[src/rtl/uart_dx_pkg.sv]
// Package: shared constants and state encodings for the duplex serial port.
// Assumes an 8N1 frame with a fixed 16x oversampling ratio.
package uart_dx_pkg;
    localparam logic [1:0] ADDR_DATA = 2'd0;
    localparam logic [1:0] ADDR_STAT = 2'd1;
    localparam logic [1:0] ADDR_DIV  = 2'd2;
    localparam logic [1:0] ADDR_CTRL = 2'd3;
    localparam int OVERSAMPLE = 16;

    typedef enum logic [1:0] {TX_IDLE, TX_START, TX_DATA, TX_STOP} tx_state_e;
    typedef enum logic [2:0] {RX_IDLE, RX_START, RX_DATA, RX_STOP, RX_WAIT_HI} rx_state_e;
endpackage

[src/rtl/dx_fifo.sv]
// dx_fifo: synchronous first-in first-out queue with a head output that can be read
// without popping. A push when full and a pop when empty are ignored.
// Assumes DEPTH is a power of two so that the pointers wrap naturally.
module dx_fifo #(
    parameter int WIDTH = 8,
    parameter int DEPTH = 16,
    localparam int AW = $clog2(DEPTH),
    localparam int CW = AW + 1
) (
    input  logic             clk,
    input  logic             rst_n,
    input  logic             push,
    input  logic [WIDTH-1:0] din,
    input  logic             pop,
    output logic [WIDTH-1:0] dout,
    output logic             empty,
    output logic             full,
    output logic [CW-1:0]    count
);
    logic [WIDTH-1:0] mem [DEPTH];
    logic [AW-1:0]    wp, rp;
    logic [CW-1:0]    cnt;
    logic             do_push, do_pop;

    assign full    = (cnt == CW'(DEPTH));
    assign empty   = (cnt == '0);
    assign do_push = push && !full;
    assign do_pop  = pop && !empty;
    assign dout    = mem[rp];
    assign count   = cnt;

    // Store accepted data at the write pointer.
    always_ff @(posedge clk) begin
        if (do_push) mem[wp] <= din;
    end

    // Advance the pointers and track the occupancy.
    always_ff @(posedge clk) begin
        if (!rst_n) begin
            wp  <= '0;
            rp  <= '0;
            cnt <= '0;
        end else begin
            if (do_push) wp <= wp + 1'b1;
            if (do_pop)  rp <= rp + 1'b1;
            if (do_push && !do_pop)      cnt <= cnt + 1'b1;
            else if (do_pop && !do_push) cnt <= cnt - 1'b1;
        end
    end
endmodule

[src/rtl/dx_baud.sv]
// dx_baud: free-running divider that gives a one-cycle oversampling tick every
// DIV+1 clock cycles. If the divisor is lowered below the running count, the
// counter wraps on the next cycle.
module dx_baud #(
    parameter int DW = 8
) (
    input  logic          clk,
    input  logic          rst_n,
    input  logic [DW-1:0] div,
    output logic          tick
);
    logic [DW-1:0] cnt;

    assign tick = (cnt >= div);

    // Count up to the divisor, then restart.
    always_ff @(posedge clk) begin
        if (!rst_n)    cnt <= '0;
        else if (tick) cnt <= '0;
        else           cnt <= cnt + 1'b1;
    end
endmodule

[src/rtl/dx_tx.sv]
// dx_tx: transmit shifter. Takes a byte from its FIFO when idle and sends start,
// 8 data bits LSB first and stop, each OVERSAMPLE ticks long. The shift register
// is separate from the FIFO, so the FIFO can refill while a frame is on the line.
module dx_tx
    import uart_dx_pkg::*;
#(
    parameter int DATA_W = 8,
    localparam int TW = $clog2(OVERSAMPLE),
    localparam int BW = $clog2(DATA_W)
) (
    input  logic              clk,
    input  logic              rst_n,
    input  logic              tick,
    input  logic              fifo_empty,
    input  logic [DATA_W-1:0] fifo_dout,
    output logic              fifo_pop,
    output logic              tx,
    output logic              busy
);
    tx_state_e         state;
    logic [TW-1:0]     tcnt;
    logic [BW-1:0]     bidx;
    logic [DATA_W-1:0] sh;
    logic              bit_end;

    assign fifo_pop = (state == TX_IDLE) && !fifo_empty;
    assign busy     = (state != TX_IDLE);
    assign bit_end  = tick && (tcnt == TW'(OVERSAMPLE - 1));

    // Frame sequencer: load, then time each bit and move the next bit onto the line.
    always_ff @(posedge clk) begin
        if (!rst_n) begin
            state <= TX_IDLE;
            tcnt  <= '0;
            bidx  <= '0;
            sh    <= '0;
            tx    <= 1'b1;
        end else begin
            if (tick && state != TX_IDLE) tcnt <= tcnt + 1'b1;
            case (state)
                TX_IDLE: begin
                    tx <= 1'b1;
                    if (!fifo_empty) begin
                        sh    <= fifo_dout;
                        tcnt  <= '0;
                        tx    <= 1'b0;
                        state <= TX_START;
                    end
                end
                TX_START: if (bit_end) begin
                    tx    <= sh[0];
                    sh    <= sh >> 1;
                    bidx  <= '0;
                    state <= TX_DATA;
                end
                TX_DATA: if (bit_end) begin
                    if (bidx == BW'(DATA_W - 1)) begin
                        tx    <= 1'b1;
                        state <= TX_STOP;
                    end else begin
                        tx   <= sh[0];
                        sh   <= sh >> 1;
                        bidx <= bidx + 1'b1;
                    end
                end
                TX_STOP: if (bit_end) state <= TX_IDLE;
                default: state <= TX_IDLE;
            endcase
        end
    end
endmodule

[src/rtl/dx_rx.sv]
// dx_rx: receive shifter. Synchronises the line, confirms a start bit at mid-bit,
// samples each data bit at its centre and checks the stop bit. It pulses
// frame_ok for one cycle with the assembled byte. After a low stop bit it waits
// for the line to go high before looking for a new start. The line is asynchronous.
module dx_rx
    import uart_dx_pkg::*;
#(
    parameter int DATA_W = 8,
    localparam int TW = $clog2(OVERSAMPLE),
    localparam int BW = $clog2(DATA_W)
) (
    input  logic              clk,
    input  logic              rst_n,
    input  logic              tick,
    input  logic              rx,
    output logic              frame_ok,
    output logic [DATA_W-1:0] data
);
    rx_state_e     state;
    logic [1:0]    sync;
    logic          rxs;
    logic [TW-1:0] tcnt;
    logic [BW-1:0] bidx;
    logic          full_bit, half_bit;

    assign rxs      = sync[1];
    assign full_bit = tick && (tcnt == TW'(OVERSAMPLE - 1));
    assign half_bit = tick && (tcnt == TW'(OVERSAMPLE / 2 - 1));

    // Two-stage synchroniser for the asynchronous line.
    always_ff @(posedge clk) begin
        if (!rst_n) sync <= 2'b11;
        else        sync <= {sync[0], rx};
    end

    // Frame receiver state machine.
    always_ff @(posedge clk) begin
        if (!rst_n) begin
            state    <= RX_IDLE;
            tcnt     <= '0;
            bidx     <= '0;
            data     <= '0;
            frame_ok <= 1'b0;
        end else begin
            frame_ok <= 1'b0;
            if (tick) tcnt <= tcnt + 1'b1;
            case (state)
                RX_IDLE: if (!rxs) begin
                    tcnt  <= '0;
                    state <= RX_START;
                end
                RX_START: if (half_bit) begin
                    tcnt  <= '0;
                    bidx  <= '0;
                    state <= rxs ? RX_IDLE : RX_DATA;
                end
                RX_DATA: if (full_bit) begin
                    data <= {rxs, data[DATA_W-1:1]};
                    if (bidx == BW'(DATA_W - 1)) state <= RX_STOP;
                    else                         bidx  <= bidx + 1'b1;
                end
                RX_STOP: if (full_bit) begin
                    frame_ok <= rxs;
                    state    <= rxs ? RX_IDLE : RX_WAIT_HI;
                end
                RX_WAIT_HI: if (rxs) state <= RX_IDLE;
                default: state <= RX_IDLE;
            endcase
        end
    end
endmodule

[src/rtl/uart_duplex_port.sv]
// uart_duplex_port: bus-mapped full-duplex serial port. The data address is two
// registers: writes feed the transmit FIFO and reads pop the receive FIFO.
// Also provides status with sticky error flags, a divider and interrupt enables.
// Assumes single-cycle bus accesses and a combinational read path.
module uart_duplex_port
    import uart_dx_pkg::*;
#(
    parameter int DATA_W     = 8,
    parameter int FIFO_DEPTH = 16,
    parameter int DIV_W      = 8,
    parameter int DIV_RESET  = 3,
    localparam int CW = $clog2(FIFO_DEPTH) + 1
) (
    input  logic              clk,
    input  logic              rst_n,
    input  logic              bus_sel,
    input  logic              bus_wr,
    input  logic [1:0]        bus_addr,
    input  logic [DATA_W-1:0] bus_wdata,
    output logic [DATA_W-1:0] bus_rdata,
    output logic              serial_tx,
    input  logic              serial_rx,
    output logic              irq_rx,
    output logic              irq_tx
);
    logic [DIV_W-1:0]  div_q;
    logic              en_rx, en_tx, ovf_q, ovr_q;
    logic              tick;
    logic              wr_data, rd_data, wr_stat;
    logic              tx_push, tx_pop, tx_empty, tx_full, tx_busy;
    logic [DATA_W-1:0] tx_head;
    logic [CW-1:0]     tx_count;
    logic              rx_push, rx_pop, rx_empty, rx_full, rx_done;
    logic [DATA_W-1:0] rx_head, rx_byte;
    logic [CW-1:0]     rx_count;

    assign wr_data = bus_sel &&  bus_wr && (bus_addr == ADDR_DATA);
    assign rd_data = bus_sel && !bus_wr && (bus_addr == ADDR_DATA);
    assign wr_stat = bus_sel &&  bus_wr && (bus_addr == ADDR_STAT);
    assign tx_push = wr_data && !tx_full;
    assign rx_pop  = rd_data && !rx_empty;
    assign rx_push = rx_done && !rx_full;
    assign irq_rx  = en_rx && !rx_empty;
    assign irq_tx  = en_tx && !tx_full;

    dx_baud #(.DW(DIV_W)) u_baud (
        .clk(clk), .rst_n(rst_n), .div(div_q), .tick(tick)
    );

    dx_fifo #(.WIDTH(DATA_W), .DEPTH(FIFO_DEPTH)) u_txq (
        .clk(clk), .rst_n(rst_n), .push(tx_push), .din(bus_wdata), .pop(tx_pop),
        .dout(tx_head), .empty(tx_empty), .full(tx_full), .count(tx_count)
    );

    dx_tx #(.DATA_W(DATA_W)) u_tx (
        .clk(clk), .rst_n(rst_n), .tick(tick), .fifo_empty(tx_empty),
        .fifo_dout(tx_head), .fifo_pop(tx_pop), .tx(serial_tx), .busy(tx_busy)
    );

    dx_rx #(.DATA_W(DATA_W)) u_rx (
        .clk(clk), .rst_n(rst_n), .tick(tick), .rx(serial_rx),
        .frame_ok(rx_done), .data(rx_byte)
    );

    dx_fifo #(.WIDTH(DATA_W), .DEPTH(FIFO_DEPTH)) u_rxq (
        .clk(clk), .rst_n(rst_n), .push(rx_push), .din(rx_byte), .pop(rx_pop),
        .dout(rx_head), .empty(rx_empty), .full(rx_full), .count(rx_count)
    );

    // Control registers: divider, interrupt enables and sticky error flags (set wins).
    always_ff @(posedge clk) begin
        if (!rst_n) begin
            div_q <= DIV_W'(DIV_RESET);
            en_rx <= 1'b0;
            en_tx <= 1'b0;
            ovf_q <= 1'b0;
            ovr_q <= 1'b0;
        end else begin
            if (bus_sel && bus_wr && bus_addr == ADDR_DIV) div_q <= DIV_W'(bus_wdata);
            if (bus_sel && bus_wr && bus_addr == ADDR_CTRL) begin
                en_rx <= bus_wdata[0];
                en_tx <= bus_wdata[1];
            end
            if (wr_data && tx_full)        ovf_q <= 1'b1;
            else if (wr_stat)              ovf_q <= 1'b0;
            if (rx_done && rx_full)        ovr_q <= 1'b1;
            else if (wr_stat)              ovr_q <= 1'b0;
        end
    end

    // Read multiplexer: the data address shows the receive head only.
    always_comb begin
        bus_rdata = '0;
        if (bus_sel && !bus_wr) begin
            case (bus_addr)
                ADDR_DATA: bus_rdata = rx_empty ? '0 : rx_head;
                ADDR_STAT: bus_rdata = {{(DATA_W-4){1'b0}}, ovr_q, ovf_q, !tx_full, !rx_empty};
                ADDR_DIV:  bus_rdata = DATA_W'(div_q);
                default:   bus_rdata = {{(DATA_W-2){1'b0}}, en_tx, en_rx};
            endcase
        end
    end
endmodule

[config.mk]
export PLATFORM = sky130hd
export DESIGN_NAME = uart_duplex_port
export DESIGN_NICKNAME = d
export VERILOG_FILES = /design/src/rtl/uart_dx_pkg.sv /design/src/rtl/dx_fifo.sv /design/src/rtl/dx_baud.sv /design/src/rtl/dx_tx.sv /design/src/rtl/dx_rx.sv /design/src/rtl/uart_duplex_port.sv
export SDC_FILE = /design/constraint.sdc
export NUM_CORES = 1
export LEC_CHECK = 0
export CORE_MARGIN = 8
export CORE_UTILIZATION = 55
export DETAILED_ROUTE_END_ITERATION = 12
export MAX_ROUTING_LAYER = met4
export PLACE_DENSITY = 0.75
export SYNTH_ARGS = -nofsm -noshare
export SYNTH_HDL_FRONTEND = slang
export SYNTH_SLANG_ARGS = --single-unit
[constraint.sdc]
create_clock -name clk -period 2.8 [get_ports clk]
set_input_delay 0.56 -clock clk [delete_from_list [all_inputs] [get_ports clk]]
set_output_delay 0.56 -clock clk [all_outputs]
set_load 0.02 [all_outputs]
==> results.json <==
{
  "timing.final.ws_setup_ns": -0.311,
  "rr_worst_depth": 12,
  "vdd_drop_max_mv": 0.554,
  "layout_common_cells": "edfxtp_1 (256), nor2_1 (96), dfxtp_1 (89)",
  "stdcell_count": 1472,
  "route.detailed.drc": 0,
  "antenna_found_initial": 0,
  "fp.dieH_um": 179,
  "whs_ns": 0.406,
  "syn_inst": 993,
  "num_rows": 59,
  "power.leakage_nw": 5.60,
  "synth_cell_types": 65,
  "violations": "setup timing",
  "postCtsHoldBufs": 0,
  "dieWidth_um": 179,
  "p_per_area_nw_per_um2": 729,
  "syn_area_per_cell_um2": 14.7,
  "hold_violations": 0,
  "clk_pin_slew_ns": 0.06,
  "crit_required_ns": 2.24,
  "cts_tree": "done",
  "cts_sinks": 349,
  "grt_pass1_wl_um": 49400,
  "path_max_fanout": 4,
  "cpPeakStageDelay_ns": 0.52,
  "r2r-start": "u_txq.count[3]",
  "yosys_warnings": 0,
  "synth-edff-count": 256,
  "totalWireLength_um": 32300,
  "crit_slowest_cell": "mux4_2",
  "io_pins": 26,
  "nFillCells": 1701,
  "ys_async_sr_fraction_pct": 0,
  "cp_top_family": "multiplexers",
  "syn_area_um2": 14600,
  "combPwrFrac_pct": 17.9,
  "post-dp-hpwl_um": 20100,
  "antennaDiodeCount": 0,
  "routabilityCongestion": 0.849,
  "final_common_cell": "edfxtp_1",
  "clkPwrFrac_pct": 36.0,
  "core_area_um2": 26000,
  "end_kind": "primary output",
  "p_sw_share_pct": 26.1,
  "grt_usage_pct": 20.9,
  "regToRegEndpoint": "u_txq.count[4]",
  "cts_buffer_depth": 3,
  "cp-endpoint": "bus_rdata[2]",
  "cp_num_buf_inv": 5,
  "r2r_slack_ns": 0.15,
  "fmaxAchievable_ghz": 0.321,
  "p_int_mw": 9.37,
  "register_area_um2": 9560,
  "worstPathCellList": "buf_12 -> buf_4 -> buf_12 -> buf_6 -> mux4_2 -> mux2i_4 -> nor2_2 -> a21oi_4 -> o22ai_2 -> buf_6",
  "final.period_utilization_pct": 111,
  "worstMarginPinSlew_ns": 0.848,
  "finalSetupViolCount": 8,
  "io_buffers": 25,
  "vias": 8854,
  "cp.depth": 10,
  "ys_ff_latch": 349,
  "ys.flop_type": "edfxtp_1",
  "cts-htree-levels": 2,
  "multiInputGateArea_um2": 4960,
  "drtIter0Drc": 785,
  "rsz0062_at_grt": "true",
  "via_per_inst": 6.01,
  "maxUsedRoutingLayer": "met4",
  "worstSetupStartpointType": "flop",
  "dp_cells": 1395,
  "ys_seq_area_share_pct": 65.6,
  "cts_buffers": 35,
  "start_util_pct": 56.0,
  "drive_gt1_share_pct": 24.7,
  "dieArea_um2": 31900,
  "skew_ns": 0.0247,
  "power_frac_seq_pct": 46.0,
  "outcome": "finished, violations left",
  "crit_type": "flop to primary output",
  "p_sw_mw": 3.30,
  "wl_met3_um": 2430,
  "maxSlewViolCount": 0,
  "max_slew_margin_pct": 43.3,
  "insertion_delay_ns": 0.51,
  "routedWlPerCell_um": 22.0,
  "routed-wl-met2_um": 14800,
  "cts_root_buf": "clkbuf_16",
  "hold_path_class": "flop to flop",
  "whs_path_depth": 1,
  "wl_met1_um": 14200,
  "first_pass_iters": 5,
  "nets": 1166,
  "syn-num-nets": 1048,
  "cap_violations": 0,
  "grt_pass1_vias": 8730,
  "period_minus_slack_ns": 3.11,
  "grt_max_degree": 39,
  "arrival_ns": 2.55,
  "grt_overflow_total": 0,
  "syn_to_final_growth_pct": 19.4,
  "postRouteAntennaNets": 0
}
==> synth_stat cells (6+ instances only) <==
master,number,share of area [%]
edfxtp_1,256,53
nor2_1,98,2.5
dfxtp_1,93,13
nand2_1,64,1.7
a21oi_1,53,1.8
mux2i_1,53,3.6
mux4_2,51,7.9
ha_1,38,3.3
inv_1,24,0.62
clkbuf_1,23,0.59
xor2_1,19,1.1
nand2b_1,16,0.69
nand3_1,16,0.55
a211oi_1,12,0.62
nor3_1,12,0.41
o21ai_0,12,0.41
xnor2_1,12,0.72
nor2b_1,11,0.47
o22ai_1,9,0.39
a221oi_1,8,0.48
buf_4,8,0.41
nand4_1,8,0.34
a32o_1,7,0.48
buf_2,7,0.24
a21o_1,6,0.31
a22oi_1,6,0.31
buf_1,6,0.15
==> metrics by stage <==
stage | TNS (ns) | util (%) | setup slack, ns | total power [mW] | instance area, um^2
after floorplan | 0 | - | 0.0569 | 7.46 | 14600
after global placement | -2.20 | 60.6 | -0.247 | 8.13 | 15800
after detailed placement | -2.69 | 60.6 | -0.309 | 8.16 | 15800
after CTS | -1.78 | 66.3 | -0.296 | 12.7 | 17200
after global routing | -2.45 | 66.9 | -0.364 | 13.2 | 17400
final | -1.93 | 66.9 | -0.311 | 12.7 | 17400
==> area by class of cell <==
type	count	share of cell area, %
Clock buffer	47	5.83
Clock inverter	16	0.713
Timing Repair Buffer	127	6.96
Sequential cell	349	55.0
Multi-Input combinational cell	572	28.5
Inverter	26	0.561
Tap cell	335	2.41
==> per-layer routing <==
metal | vias to the layer above | GRT usage (%)
met5 | - | -
li1 | 4009 | -
met2 | 361 | 31.2
met1 | 4421 | 29.0
met3 | 63 | 3.92
met4 | 0 | 6.13
==> logic make-up (layout without fill, tap and decap cells) <==
family | count (synthesis) | after routing | share of synthesized area, %
AO/OA/AOI/OAI | 143 | 143 | 6.87
XOR/XNOR | 31 | 31 | 1.87
adder cells (fa/ha/maj) | 40 | 40 | 3.54
buffers and inverters | 72 | 216 | 2.23
flip-flops | 349 | 349 | 65.6
multiplexers | 107 | 107 | 11.8
AND/OR/NAND/NOR | 251 | 251 | 8.10
==> worst reg2reg max path: cells and delay by family (launching register included) <==
family                     cells  cell delay [ns]
xor gates and xnor gates       1             0.09
AOI/OAI and AO/OA              3             0.46
adders and majority gates      2             0.54
and+or+nand+nor                4             0.96
DFF                            1             0.35
buffers and inverters          2             0.19
==> sequential cells by signal, summed over array words and instances (netlist names), 4 cells and up, named ones only <==
register     cells
u_rxq.mem      128
u_txq.mem      128
div_q            8
u_baud.cnt       8
u_rx.data        8
u_tx.sh          8
u_rxq.count      5
u_txq.count      5
u_rx.tcnt        4
u_rxq.rp         4
u_rxq.wp         4
u_tx.tcnt        4
u_txq.rp         4
u_txq.wp         4
==> how the worst min path moves through the flow <==
stage	startpoint	endpoint	slack, ns
2_1_floorplan	u_rx.sync[0]	u_rx.sync[1]	0.39
3_3_place_gp	u_rx.sync[0]	u_rx.sync[1]	0.40
3_5_place_dp	u_rx.sync[0]	u_rx.sync[1]	0.39
4_1_cts	u_rx.sync[0]	u_rx.sync[1]	0.41
5_1_grt	u_rx.sync[0]	u_rx.sync[1]	0.42
6_report	u_rx.sync[0]	u_rx.sync[1]	0.41
==> power groups by stage <==
stage | Sequential, mW | Clock (mW) | Combinational (mW)
floorplan | 5.90 | 0 | 1.56
finish | 5.84 | 4.57 | 2.27
global route | 5.85 | 4.82 | 2.51
global placement | 5.93 | 0 | 2.19
CTS | 5.83 | 4.60 | 2.25
detailed placement | 5.94 | 0 | 2.22
==> timing repair <==
action	in CTS	in global routing
cloned	1	0
gates resized for setup	93	28
pin swaps	14	13
hold endpoints to repair	0	0
setup buffers	8	6
setup endpoints to repair	10	12
Power figures use the tool's default switching activity.
